==> src/rtl/dpsa_pkg.sv <==
package dpsa_pkg;
  localparam int unsigned NUM_STREAMS = 8;
  localparam int unsigned PRIO_W      = 2;

  typedef enum logic [PRIO_W-1:0] {
    LVL_LOW   = 2'b00,
    LVL_MED   = 2'b01,
    LVL_HIGH  = 2'b10,
    LVL_VHIGH = 2'b11
  } lvl_e;
endpackage

==> src/rtl/dpsa_pick.sv <==
// Combinational two-stage winner selection: highest level first, then
// the lowest index among the streams at that level.
module dpsa_pick #(
  parameter int unsigned N  = 8,
  parameter int unsigned PW = 2
) (
  input  logic [N-1:0]    req,
  input  logic [N-1:0]    mask,
  input  logic [N*PW-1:0] prio,
  output logic [N-1:0]    pick,
  output logic            found
);
  localparam int unsigned NLVL = 1 << PW;

  logic [N-1:0] elig;
  logic [N-1:0] at_lvl [NLVL];
  logic [N-1:0] cand;

  assign elig = req & ~mask;

  for (genvar l = 0; l < NLVL; l++) begin : g_lvl
    for (genvar s = 0; s < N; s++) begin : g_str
      assign at_lvl[l][s] = elig[s] && (prio[s*PW +: PW] == PW'(l));
    end
  end

  // Scan upward so the highest populated level is the one left in cand.
  always_comb begin
    cand = '0;
    for (int k = 0; k < NLVL; k++) begin
      if (|at_lvl[k]) cand = at_lvl[k];
    end
  end

  // Isolate the lowest set bit: the smallest stream index wins a tie.
  assign pick  = cand & (~cand + N'(1));
  assign found = |cand;
endmodule

==> src/rtl/dpsa_slot.sv <==
// Per-port grant holder: locks the grant until done, then reloads.
module dpsa_slot #(
  parameter int unsigned N = 8
) (
  input  logic         clk,
  input  logic         rst,
  input  logic         done,
  input  logic [N-1:0] pick,
  input  logic         found,
  output logic         arbitrate,
  output logic [N-1:0] grant,
  output logic         valid
);
  logic [N-1:0] grant_q;
  logic         valid_q;

  assign arbitrate = !valid_q || done;

  always_ff @(posedge clk) begin
    if (rst) begin
      grant_q <= '0;
      valid_q <= 1'b0;
    end else if (arbitrate) begin
      grant_q <= found ? pick : '0;
      valid_q <= found;
    end
  end

  assign grant = grant_q;
  assign valid = valid_q;
endmodule

==> src/rtl/dual_port_stream_arb.sv <==
module dual_port_stream_arb
  import dpsa_pkg::*;
#(
  parameter int unsigned N  = NUM_STREAMS,
  parameter int unsigned PW = PRIO_W
) (
  input  logic            clk,
  input  logic            rst,
  input  logic [N-1:0]    mem_req,
  input  logic [N*PW-1:0] mem_prio,
  input  logic            mem_done,
  output logic [N-1:0]    mem_grant,
  output logic            mem_grant_valid,
  input  logic [N-1:0]    per_req,
  input  logic [N*PW-1:0] per_prio,
  input  logic            per_done,
  output logic [N-1:0]    per_grant,
  output logic            per_grant_valid
);
  logic [N-1:0] mem_mask, per_mask;
  logic [N-1:0] mem_pick, per_pick;
  logic         mem_found, per_found;
  logic         mem_arb, per_arb;
  logic [N-1:0] mem_take;

  // Memory port chooses first; it only avoids what the peripheral holds.
  assign mem_mask = per_grant;
  // Peripheral avoids what memory holds or is taking this cycle.
  assign mem_take = mem_arb ? mem_pick : '0;
  assign per_mask = mem_grant | mem_take;

  dpsa_pick #(.N(N), .PW(PW)) u_mem_pick (
    .req(mem_req), .mask(mem_mask), .prio(mem_prio),
    .pick(mem_pick), .found(mem_found)
  );

  dpsa_pick #(.N(N), .PW(PW)) u_per_pick (
    .req(per_req), .mask(per_mask), .prio(per_prio),
    .pick(per_pick), .found(per_found)
  );

  dpsa_slot #(.N(N)) u_mem_slot (
    .clk(clk), .rst(rst), .done(mem_done),
    .pick(mem_pick), .found(mem_found), .arbitrate(mem_arb),
    .grant(mem_grant), .valid(mem_grant_valid)
  );

  dpsa_slot #(.N(N)) u_per_slot (
    .clk(clk), .rst(rst), .done(per_done),
    .pick(per_pick), .found(per_found), .arbitrate(per_arb),
    .grant(per_grant), .valid(per_grant_valid)
  );
endmodule

==> config.mk <==
export PLATFORM = sky130hd
export DESIGN_NAME = dual_port_stream_arb
export DESIGN_NICKNAME = d
export VERILOG_FILES = /design/src/rtl/dpsa_pkg.sv /design/src/rtl/dpsa_pick.sv /design/src/rtl/dpsa_slot.sv /design/src/rtl/dual_port_stream_arb.sv
export SDC_FILE = /design/constraint.sdc
export NUM_CORES = 1
export LEC_CHECK = 0
export BUFFER_PORTS_ARGS = -buffer_cell sky130_fd_sc_hd__buf_2
export CORE_MARGIN = 5
export CORE_UTILIZATION = 48
export CTS_BUF_LIST = sky130_fd_sc_hd__clkbuf_8
export CTS_CLUSTER_SIZE = 20
export DETAILED_ROUTE_END_ITERATION = 8
export PLACE_DENSITY = 0.89
export SLEW_MARGIN = 40
export SYNTH_ARGS = -nofsm -noshare
export SYNTH_HDL_FRONTEND = slang
export SYNTH_SLANG_ARGS = --single-unit
==> constraint.sdc <==
create_clock -name clk -period 4.54 [get_ports clk]
set_input_delay 0.681 -clock clk [delete_from_list [all_inputs] [get_ports clk]]
set_output_delay 0.681 -clock clk [all_outputs]
set_load 0.05 [all_outputs]
==> summary.txt <==
Synthesis
  – Synth cell count leaders: dfxtp_1 (18), inv_1 (16), nor2_1 (16)
  – Sequential share of the synthesized area: 16.6%
  – Warnings from Yosys: 0
  – Cell accounting for the most synthesized area: dfxtp_1
  – Largest cells by area after synthesis: dfxtp_1 (17%), a21oi_1 (3.4%), and4bb_2 (3.4%), nor4_4 (2.9%), inv_1 (2.8%)
  – Share of the synthesized area in the top cell type: 16.6%
  – Syn Area/Cell: 8.44 um^2
  – Synthesized area: 2180 um^2
  – EDFF count, synth: 0
  – Synth unique cells: 85
  – Asr flop ratio synth: 0%
  – Mapped Nets: 310
  – Post-Synthesis Cells: 258
  – Count leader, synth: dfxtp_1
  – Flops & latches, synth: 18
  – Ys flop type: dfxtp_1

Route
  – Avg WL per Cell: 17.7 um
  – Final ANT Viol Nets: 0
  – Final WL: around 7600 um
  – Vias: 2712
  – Initial drt markers: 200
  – Residual DRC: 0
  – DR pass1 iterations: 5
  – Via/cell ratio: 6.29

STA
  – Worst Tran Pin Value: 0.487 ns
  – Final Hold Viols: 0
  – Final setup viols: 0
  – F_max: 228 MHz
  – Pins over their slew limit: 0
  – Relative slew slack: between 60% and 70%
  – Final period util: 96.5%
  – Setup TNS: 0 ns
  – Min cycle time layout: 4.38 ns
  – Final Skew: 0.00111 ns

Placed design
  – Post-DP HPWL: between 6000 and 7000 um
  – Post-Place Cells: 423
  – GP Congestion: 0.921
  – Port bufs: 69

Flow run
  – Number of max-cap violations: 0

CTS
  – Latest clock arrival within the worst-skew pair: 0.27 ns
  – CTS tree: yes
  – CTS Buf Count: 3
  – Clk root buf: clkbuf_8
  – Sink Count: 18
  – Deepest clock path buffer count: 2
  – Clk slew on worst S/H paths: 0.07 ns
  – H-tree Lvls: 1

Cells and area
  – Layout cells sized above 1: 48.8%
  – Final nets: 432
  – Area grow syn2layout: 41.1%
  – Fill cells: 342
  – Layout Cells excl Fill: roughly 430
  – Final core utilization: 70.1%
  – Ant. Diodes: 0

Global route
  – GRT met1 Usage: 29.5%
  – Global-route wire length before repair: 12200 um
  – Largest net degree at the start of global routing: 17
  – Vias in the first global route: about 2700
  – GR Util met3: 4.05%
  – Initial antenna violation count: 0
  – Gr usage total: ~24%
  – Met2 Usage GRT: 41.1%
  – GR peak layer: met2
  – Congestion Overflow GR: 0

Run status
  – Status: completed

Power
  – Leak: ~1.4 nW
  – PD cells: 246 nW/um^2
  – Peak VDD IR: ~0.15 mV

Floorplanning
  – Die H: a little under 80 um
  – Die X: approximately 77 um
  – Core box area: ~4400 um^2
  – Num ports: 70
  – Die area: approximately 6000 um^2
  – Core Rows: 24
  – Initial core utilization: 49.7%

Worst setup path
  – Crit end category: flop
  – Type of the worst setup path: primary input to flop
  – Critical Path AT: roughly 4.6 ns
  – CP Max Fanout: 6
  – Crit start category: primary input
  – Critical Path RT: 4.75 ns

Worst hold path
  – Worst hold path type: flop to flop
-- path summary, 6_finish.rpt --
check / startpoint / endpoint / slack (ns) / cells past startpoint
worst max register to register: u_per_slot.grant[1] / u_per_slot.grant[7] / 0.21 / 14
worst min register to register: u_mem_slot.grant[2] / u_mem_slot.grant[2] / 0.47 / 2
worst min-delay path: u_mem_slot.grant[2] / u_mem_slot.grant[2] / 0.47 / 2
worst max-delay path: mem_req[1] / u_per_slot.grant[7] / 0.16 / 15
-- state kept, by name (all words and copies together) (netlist names) --
signal	cells
u_mem_slot.grant	8
u_mem_slot.valid	1
u_per_slot.grant	8
u_per_slot.valid	1
-- power by group --
part	internal, mW	leakage [nW]	switching (mW)
sequential	0.169	0.147	0.0111
clock	0.0775	0.0288	0.0601
combinational	0.202	1.18	0.238
total	0.448	1.35	0.309
-- cell usage in the layout (no fill, tap or decap), drive strengths merged, types with 9 or more instances in the layout --
| cell type | n |
|---|---|
| o21ai | 10 |
| a21oi | 15 |
| dfxtp | 18 |
| nand2 | 14 |
| nor2 | 18 |
| nor3 | 9 |
| and4bb | 10 |
| buf | 124 |
| inv | 16 |
-- final cells by class --
type / instances / area, um^2 / area share [%]
Inverter: 16 / 60.1 / 1.96
Multi-Input combinational cell: 217 / 1770 / 57.7
Timing Repair Buffer: 124 / 758 / 24.7
Clock buffer: 4 / 55.1 / 1.79
Tap cell: 52 / 65.1 / 2.12
Sequential cell: 18 / 360 / 11.7
-- worst max-delay path, cell delays in order --
cell and delay (ns):
buf_2 0.12, and2b_2 0.22, a2111oi_4 0.40, and2_4 0.25, nor2_2 0.07, buf_4 0.14
o221a_4 0.25, or3_4 0.38, o21a_1 0.19, nor3b_2 0.17, or4_4 0.54, mux2_4 0.32
a32o_2 0.25, nor4_4 0.38, a32o_1 0.22
-- logic make-up (layout without fill, tap and decap cells) --
logic type / count (synthesis) / count (layout) / synth area share, %
buffers and inverters: 23 / 144 / 4.94
AOI/OAI and AO/OA: 93 / 93 / 36.8
muxes: 1 / 1 / 0.517
DFF: 18 / 18 / 16.6
and+or+nand+nor: 121 / 121 / 40.3
xor gates and xnor gates: 2 / 2 / 0.805
-- routing by layer --
| metal | share of wire (%) | wire (um) |
|---|---|---|
| met1 | 41 | 3110 |
| met2 | 48 | 3680 |
| met3 | 7.9 | 607 |
| met4 | 3.2 | 246 |
| met5 | 0 | 0 |
-- stage by stage --
| step | power (mW) | worst slack (ns) | cell area, um^2 | hold slack (ns) |
|---|---|---|---|---|
| 2_1_floorplan | 0.433 | 0.105 | 2180 | 0.680 |
| 3_3_place_gp | 0.583 | -0.0126 | 2920 | 0.452 |
| 3_5_place_dp | 0.590 | -0.139 | 2920 | 0.461 |
| 4_1_cts | 0.727 | 0.100 | 2980 | 0.473 |
| 5_1_grt | 0.798 | -0.0239 | 3070 | 0.513 |
| 6_report | 0.757 | 0.157 | 3070 | 0.469 |
-- what timing repair did --
item | 4_1_cts | 5_1_grt
hold buffers | 0 | 0
buffers inserted | 0 | 4
gates resized for setup | 0 | 18
endpoints found under the setup margin | 0 | 6
Power figures use the tool's default switching activity.
